`config.mk`:
```
export PLATFORM = sky130hd
export DESIGN_NAME = serirq_agent
export DESIGN_NICKNAME = d
export VERILOG_FILES = /design/src/rtl/serirq_pkg.sv /design/src/rtl/serirq_dp.sv /design/src/rtl/serirq_ctrl.sv /design/src/rtl/serirq_agent.sv
export SDC_FILE = /design/constraint.sdc
export NUM_CORES = 1
export LEC_CHECK = 0
export ABC_AREA = 1
export BUFFER_PORTS_ARGS = -buffer_cell sky130_fd_sc_hd__buf_2
export CORE_MARGIN = 4
export CORE_UTILIZATION = 35
export DETAILED_ROUTE_END_ITERATION = 7
export GPL_ROUTABILITY_DRIVEN = 0
export GPL_TIMING_DRIVEN = 0
export PLACE_DENSITY = 0.53
export SYNTH_ARGS = -nofsm -noshare
export SYNTH_HDL_FRONTEND = slang
export SYNTH_HIERARCHICAL = 1
export SYNTH_SLANG_ARGS = --single-unit
```
`constraint.sdc`:
```
create_clock -name clk -period 4.3 [get_ports clk]
set_input_delay 0.86 -clock clk [delete_from_list [all_inputs] [get_ports clk]]
set_output_delay 0.86 -clock clk [all_outputs]
set_load 0.005 [all_outputs]
```
`src/rtl/serirq_pkg.sv`:
```
package serirq_pkg;

  // Minimum low run, in samples, that counts as a start frame.
  localparam int START_MIN = 4;
  // Saturation of the consecutive-high counter used for the start holdoff.
  localparam int HIGH_SAT  = 2;

  typedef enum logic {
    ST_IDLE = 1'b0,
    ST_DATA = 1'b1
  } agentState_t;

  typedef enum logic [1:0] {
    PH_SAMPLE = 2'd0,
    PH_REC    = 2'd1,
    PH_TA     = 2'd2
  } framePhase_t;

  typedef struct packed {
    logic runInc;
    logic runClr;
    logic highInc;
    logic highClr;
    logic setQuiet;
    logic setCont;
    logic clrStop;
    logic frameLoad;
    logic phaseAdv;
    logic drvLow;
    logic drvHigh;
    logic drvRel;
  } ctlStrobe_t;

endpackage

```
`src/rtl/serirq_dp.sv`:
```
module serirq_dp
  import serirq_pkg::*;
#(
  parameter int NUM_FRAMES = 21
) (
  input  logic                                clk,
  input  logic                                rstN,
  input  ctlStrobe_t                          strobe,
  output logic [$clog2(START_MIN+1)-1:0]      lowRun,
  output logic [$clog2(HIGH_SAT+1)-1:0]       highRun,
  output logic [$clog2(NUM_FRAMES+1)-1:0]     frameIdx,
  output framePhase_t                         phase,
  output logic                                modeQuiet,
  output logic                                stopSeen,
  output logic                                driveEn,
  output logic                                driveVal
);

  localparam int RUN_W  = $clog2(START_MIN+1);
  localparam int HIGH_W = $clog2(HIGH_SAT+1);
  localparam int FR_W   = $clog2(NUM_FRAMES+1);
  localparam logic [RUN_W-1:0]  RUN_TOP  = RUN_W'(START_MIN);
  localparam logic [HIGH_W-1:0] HIGH_TOP = HIGH_W'(HIGH_SAT);

  // Saturating low-run counter: only widths up to START_MIN matter.
  always_ff @(posedge clk or negedge rstN) begin
    if (!rstN) begin
      lowRun <= '0;
    end else if (strobe.runClr) begin
      lowRun <= '0;
    end else if (strobe.runInc && lowRun != RUN_TOP) begin
      lowRun <= lowRun + RUN_W'(1);
    end
  end

  // Saturating high-run counter for the start-request holdoff.
  always_ff @(posedge clk or negedge rstN) begin
    if (!rstN) begin
      highRun <= '0;
    end else if (strobe.highClr) begin
      highRun <= '0;
    end else if (strobe.highInc && highRun != HIGH_TOP) begin
      highRun <= highRun + HIGH_W'(1);
    end
  end

  // Bus mode, plus a flag saying whether a stop pulse closed the last cycle.
  always_ff @(posedge clk or negedge rstN) begin
    if (!rstN) begin
      modeQuiet <= 1'b0;
      stopSeen  <= 1'b0;
    end else begin
      if (strobe.setQuiet) begin
        modeQuiet <= 1'b1;
      end else if (strobe.setCont) begin
        modeQuiet <= 1'b0;
      end
      if (strobe.setQuiet || strobe.setCont) begin
        stopSeen <= 1'b1;
      end else if (strobe.clrStop) begin
        stopSeen <= 1'b0;
      end
    end
  end

  // Frame position: the frame index steps when recovery turns into turnaround.
  always_ff @(posedge clk or negedge rstN) begin
    if (!rstN) begin
      phase    <= PH_TA;
      frameIdx <= '0;
    end else if (strobe.frameLoad) begin
      phase    <= PH_TA;
      frameIdx <= '0;
    end else if (strobe.phaseAdv) begin
      unique case (phase)
        PH_TA:     phase <= PH_SAMPLE;
        PH_SAMPLE: phase <= PH_REC;
        default: begin
          phase    <= PH_TA;
          frameIdx <= frameIdx + FR_W'(1);
        end
      endcase
    end
  end

  // Registered line drive.
  always_ff @(posedge clk or negedge rstN) begin
    if (!rstN) begin
      driveEn  <= 1'b0;
      driveVal <= 1'b1;
    end else if (strobe.drvLow) begin
      driveEn  <= 1'b1;
      driveVal <= 1'b0;
    end else if (strobe.drvHigh) begin
      driveEn  <= 1'b1;
      driveVal <= 1'b1;
    end else if (strobe.drvRel) begin
      driveEn  <= 1'b0;
      driveVal <= 1'b1;
    end
  end

endmodule

```
`src/rtl/serirq_ctrl.sv`:
```
module serirq_ctrl
  import serirq_pkg::*;
#(
  parameter int NUM_FRAMES = 21,
  parameter int SLOT       = 1
) (
  input  logic                                clk,
  input  logic                                rstN,
  input  logic                                lineIn,
  input  logic                                irqIn,
  input  logic [$clog2(START_MIN+1)-1:0]      lowRun,
  input  logic [$clog2(HIGH_SAT+1)-1:0]       highRun,
  input  logic [$clog2(NUM_FRAMES+1)-1:0]     frameIdx,
  input  framePhase_t                         phase,
  input  logic                                modeQuiet,
  input  logic                                stopSeen,
  input  logic                                lowNow,
  output ctlStrobe_t                          strobe,
  output logic                                inData
);

  localparam int RUN_W  = $clog2(START_MIN+1);
  localparam int HIGH_W = $clog2(HIGH_SAT+1);
  localparam int FR_W   = $clog2(NUM_FRAMES+1);
  localparam logic [FR_W-1:0]  LAST_FR = FR_W'(NUM_FRAMES);
  localparam logic [FR_W-1:0]  MY_FR   = FR_W'(SLOT);
  localparam logic [RUN_W-1:0] STOP_Q  = RUN_W'(2);
  localparam logic [RUN_W-1:0] STOP_C  = RUN_W'(3);
  localparam logic [RUN_W-1:0] START_W = RUN_W'(START_MIN);

  agentState_t state, stateNext;

  always_ff @(posedge clk or negedge rstN) begin
    if (!rstN) begin
      state <= ST_IDLE;
    end else begin
      state <= stateNext;
    end
  end

  assign inData = (state == ST_DATA);

  always_comb begin
    strobe    = '0;
    stateNext = state;
    unique case (state)
      ST_IDLE: begin
        strobe.drvRel = 1'b1;
        if (!lineIn) begin
          strobe.runInc  = 1'b1;
          strobe.highClr = 1'b1;
        end else begin
          strobe.runClr  = 1'b1;
          strobe.highInc = 1'b1;
          if (lowRun == STOP_Q) begin
            strobe.setQuiet = 1'b1;
          end else if (lowRun == STOP_C) begin
            strobe.setCont = 1'b1;
          end else if (lowRun >= START_W) begin
            strobe.frameLoad = 1'b1;
            strobe.clrStop   = 1'b1;
            stateNext        = ST_DATA;
          end
          // Start request: quiet mode, stop seen, line high for two samples.
          if (lowRun == '0 && highRun != HIGH_W'(0) &&
              modeQuiet && stopSeen && irqIn) begin
            strobe.drvRel = 1'b0;
            strobe.drvLow = 1'b1;
          end
        end
      end
      default: begin
        if (phase == PH_TA && frameIdx == LAST_FR) begin
          stateNext      = ST_IDLE;
          strobe.runClr  = 1'b1;
          strobe.highClr = 1'b1;
          strobe.drvRel  = 1'b1;
        end else begin
          strobe.phaseAdv = 1'b1;
          unique case (phase)
            PH_TA: begin
              if (frameIdx == MY_FR && irqIn) strobe.drvLow = 1'b1;
              else                            strobe.drvRel = 1'b1;
            end
            PH_SAMPLE: begin
              if (lowNow) strobe.drvHigh = 1'b1;
              else        strobe.drvRel  = 1'b1;
            end
            default: strobe.drvRel = 1'b1;
          endcase
        end
      end
    endcase
  end

endmodule

```
`src/rtl/serirq_agent.sv`:
```
module serirq_agent
  import serirq_pkg::*;
#(
  parameter int NUM_FRAMES = 21,
  parameter int SLOT       = 1
) (
  input  logic clk,
  input  logic rstN,
  input  logic irqIn,
  input  logic lineIn,
  output logic driveEn,
  output logic driveVal,
  output logic modeQuiet
);

  localparam int RUN_W  = $clog2(START_MIN+1);
  localparam int HIGH_W = $clog2(HIGH_SAT+1);
  localparam int FR_W   = $clog2(NUM_FRAMES+1);

  ctlStrobe_t        strobe;
  logic [RUN_W-1:0]  lowRun;
  logic [HIGH_W-1:0] highRun;
  logic [FR_W-1:0]   frameIdx;
  framePhase_t       phase;
  logic              stopSeen;
  logic              inData;
  logic              lowNow;

  assign lowNow = driveEn & ~driveVal;

  serirq_ctrl #(.NUM_FRAMES(NUM_FRAMES), .SLOT(SLOT)) u_ctrl (
    .clk       (clk),
    .rstN      (rstN),
    .lineIn    (lineIn),
    .irqIn     (irqIn),
    .lowRun    (lowRun),
    .highRun   (highRun),
    .frameIdx  (frameIdx),
    .phase     (phase),
    .modeQuiet (modeQuiet),
    .stopSeen  (stopSeen),
    .lowNow    (lowNow),
    .strobe    (strobe),
    .inData    (inData)
  );

  serirq_dp #(.NUM_FRAMES(NUM_FRAMES)) u_dp (
    .clk       (clk),
    .rstN      (rstN),
    .strobe    (strobe),
    .lowRun    (lowRun),
    .highRun   (highRun),
    .frameIdx  (frameIdx),
    .phase     (phase),
    .modeQuiet (modeQuiet),
    .stopSeen  (stopSeen),
    .driveEn   (driveEn),
    .driveVal  (driveVal)
  );

endmodule

```
==> results by stage <==
Placed design:
- The total of buffers placed on input and output ports is 6.
- The post-DP HPWL is 1.50 mm.

Timing:
- The worst path in the final design needs a cycle of 1.82 ns, including I/O delays and setup.
- The final worst-path cycle share is 42.4%.
- The maximum clock skew at final layout is 0.00894 ns.
- The final hold violation count is 0.
- Setup repair after global routing left no endpoint under its margin.
- At the pin with the least slew margin, the transition time is 0.393 ns.
- The max-slew violation count is 0.
- The highest clock frequency the design can meet is 0.548 GHz.
- The setup violation total in the final timing report is 0.
- In the final timing run, aggregate negative setup slack is 0 ns.
- The normalized max-slew margin is 73.8%.

Global route:
- Global routing finished with a remaining overflow of 0.
- The largest net degree at the start of global routing is 18.
- For this run, the total global-route usage over all layers was measured as 11.4%.
- The number of antenna violations at the first check in global routing is 0.
- The first-pass GRT wire length is 3.19 mm.
- The number of global-route vias before repair is 806.

Clocking:
- The root buffer selected by CTS is clkbuf_4.
- The clock tree from TritonCTS is yes.
- The latest clock arrival within the worst-skew pair is 0.29 ns.
- The number of clock sinks is 17.
- The total of hold buffers inserted after clock tree synthesis is 0.
- No sink is reached through more buffers than the 2 on the longest clock path.
- Gates resized during post-CTS repair numbered 0.
- Clock-pin slew was measured on the worst setup and hold paths at 0.11 ns.
- In this run, CTS created clock tree buffers numbering 3.
- In this run the post-CTS setup repair buffer count came out at 0.
- In this run the number of H-tree levels came out at 1.

Die:
- 7 I/O pins were placed.
- The floorplan core area is 0.00278 mm^2.
- The vertical die dimension is 62.0 um.
- The floorplan step set the die width to 62.0 um.
- The die covers 0.00384 mm^2.
- The number of standard-cell rows in the floorplan is 19.
- Once the floorplan was initialized, standard cells occupied 36.7% of the core.

Synthesis:
- The cell area that synthesis handed to floorplanning was 0.00102 mm^2.
- The share of synthesized flip-flops with an asynchronous set or reset is 100%.
- The adder and majority cell fraction of the synthesized area is 4.91%.
- The share of synthesized area in the top cell type comes to 36.8%.
- Sorting the synthesized cells by area gives the leading types as dfrtp_1 (37%), nand2_1 (8.8%), inv_1 (8.5%).
- The leading register cell type out of synthesis is dfrtp_1.
- Counting flops with a built-in enable in the synthesized netlist gives 0.
- The count of yosys warnings during synthesis is 6.
- Counting every net in the synthesized netlist gives 140.
- Of the synthesized area, sequential elements account for 42.0%.
- The cell taking the most area after synthesis is dfrtp_1.
- The post-synthesis share of cell area spent on and, or, nand and nor gates is 34.2%.
- The largest family of logic cells by synthesized area is simple AND/OR/NAND/NOR gates.
- Averaged over all synthesized cells, the footprint is 7.73 um^2.
- The count of different cell masters after synthesis is 27.
- The fraction of synthesized area in multiplexers is 0%.
- The post-synthesis compound-gate area fraction is 6.99%.
- The post-synthesis cell count is 132.
- Of the total synthesized cell area, the portion taken by XOR and XNOR cells is 1.72%.
- The synthesized design contains 17 register bits.

Cells and area:
- The most common library cell in the layout ignoring fill and taps is nand2_1.
- The area growth from synthesis to layout is 9.33%.
- The area taken by multi-input logic gates is 488 um^2.
- The final net count is 151.
- The number of antenna cells inserted is 0.
- In the layout the commonest cells are nand2_1 (24), inv_1 (23), nor2_1 (20), dfrtp_1 (15), nand3_1 (10).
- In the final layout, flip-flops and latches occupy 428 um^2.
- The post-route netlist has 17.6% of its cells at a drive strength greater than 1.
- The number of fill cells is 302.

Detailed routing:
- The first detailed-routing pass took 4 iterations.
- For this block, the via count after detailed routing is 835.
- The count of routing violations after the opening detailed-route iteration is 36.
- The final routed wirelength across all metal layers is 1.89 mm.
- The count of antenna-violating nets left after detailed routing is 0.
- The detailed-route wire length per cell is 10.9 um.
- For this run, design rule violations remaining after detail routing come to 0.
- In the routed layout, each cell is associated on average with a via count of 4.83.

Worst setup path:
- The combined buffer and inverter count along the critical path is 1.
- The sort of element at the end of the critical path is an output pin.
- On the critical path the largest part of the delay comes from flip-flops.
- Data on the critical path is required at its endpoint by 3.44 ns.
- Along the worst path, the maximum fanout reaches 3.
- STA classifies the critical path startpoint as a register.
- Traced cell by cell, the critical path runs through buf_2.
- STA puts the critical path data arrival time at 0.96 ns.
- The standard cell with the maximum stage delay on the critical path is dfstp_2.
- The worst setup path category is reg2out.
- The delay of the slowest cell on the worst path is 0.56 ns.

Pwr:
- Overall power consumption after layout is estimated at 0.259 mW.
- The power per cell area is 232 mW/mm^2.
- Across the VDD grid, the largest voltage drop is 0.158 mV.
- The leakage power figure is 0.595 nW.

Run status:
- The flow ran to the end, and the final reports show no timing, DRC or antenna violations.

Run:
- The max capacitance violation total is 0.

Worst hold path:
- In this run the worst hold path is classified as in2async.
[per-stage QoR]
step                      instances  utilization (%)  instance area [um^2]  setup slack, ns  hold slack, ns
after floorplan                 132                -                  1020             2.62           0.459
after global placement          169             39.1                  1090             2.25           0.482
after detailed placement        169             39.1                  1090             2.24           0.484
after CTS                       173             40.1                  1110             2.47           0.486
after global routing            173             40.1                  1110             2.41           0.475
final                           173             40.1                  1110             2.48           0.474
[kinds of logic after synthesis]
family / after synthesis
AO/OA/AOI/OAI: 12
adder cells (fa/ha/maj): 4
flip-flops: 17
XOR/XNOR: 2
buffers and inverters: 26
AND/OR/NAND/NOR: 71
[synthesized netlist by cell type (2+ instances only)]
cell type and n:
nand2_1 24, inv_1 23, nor2_1 20, dfrtp_1 15
nand3_1 10, nor2_2 5, o21ai_0 5, ha_1 4
a21oi_1 2, dfstp_2 2, nand3b_1 2, nand4_1 2
nor2_4 2, o22ai_1 2, xor2_1 2
[flip-flops by register name (all words and copies together), names as in the netlist]
name            cells
u_dp/modeQuiet      1
u_dp/driveVal       1
u_dp/driveEn        1
u_dp/stopSeen       1
u_dp/phase          2
u_dp/lowRun         3
u_ctrl/inData       1
u_dp/frameIdx       5
u_dp/highRun        2
[layer usage]
layer / GRT usage [%] / part of all wire, %
met4: 5.45 / 1.0
met1: 12.6 / 45
met2: 20.6 / 51
met3: 2.48 / 3.2
met5: 0 / 0
[report_power, final]
group          internal [mW]  switching (mW)  total, mW
Combinational        0.00245         0.00645    0.00890
Clock                 0.0360          0.0519     0.0879
Sequential             0.161        0.000981      0.162
Total                  0.199          0.0594      0.259
[area by class of cell]
| class | instances | area share, % |
|---|---|---|
| multi-input cells | 89 | 43.8 |
| flip-flops and latches | 17 | 38.4 |
| inverters | 25 | 8.64 |
| well taps | 31 | 3.48 |
| repair buffers | 6 | 2.69 |
| clock buffers | 4 | 2.36 |
| plain buffers | 1 | 0.673 |
[worst paths after layout]
| check | from | endpoint | slack, ns | depth (start not counted) |
|---|---|---|---|---|
| setup reg to reg | u_dp/lowRun[2] | u_dp/frameIdx[4] | 2.72 | 7 |
| hold reg to reg | u_dp/phase[1] | u_dp/phase[1] | 0.50 | 2 |
| setup / recovery | u_dp/driveVal | driveVal | 2.48 | 1 |
| min in group clk | u_dp/phase[1] | u_dp/phase[1] | 0.50 | 2 |
| max in group asynchronous | rstN | u_dp/phase[1] | 3.51 | 1 |
| hold / removal | rstN | u_dp/lowRun[2] | 0.47 | 1 |
Note: power is estimated with default switching activity, not from simulation.
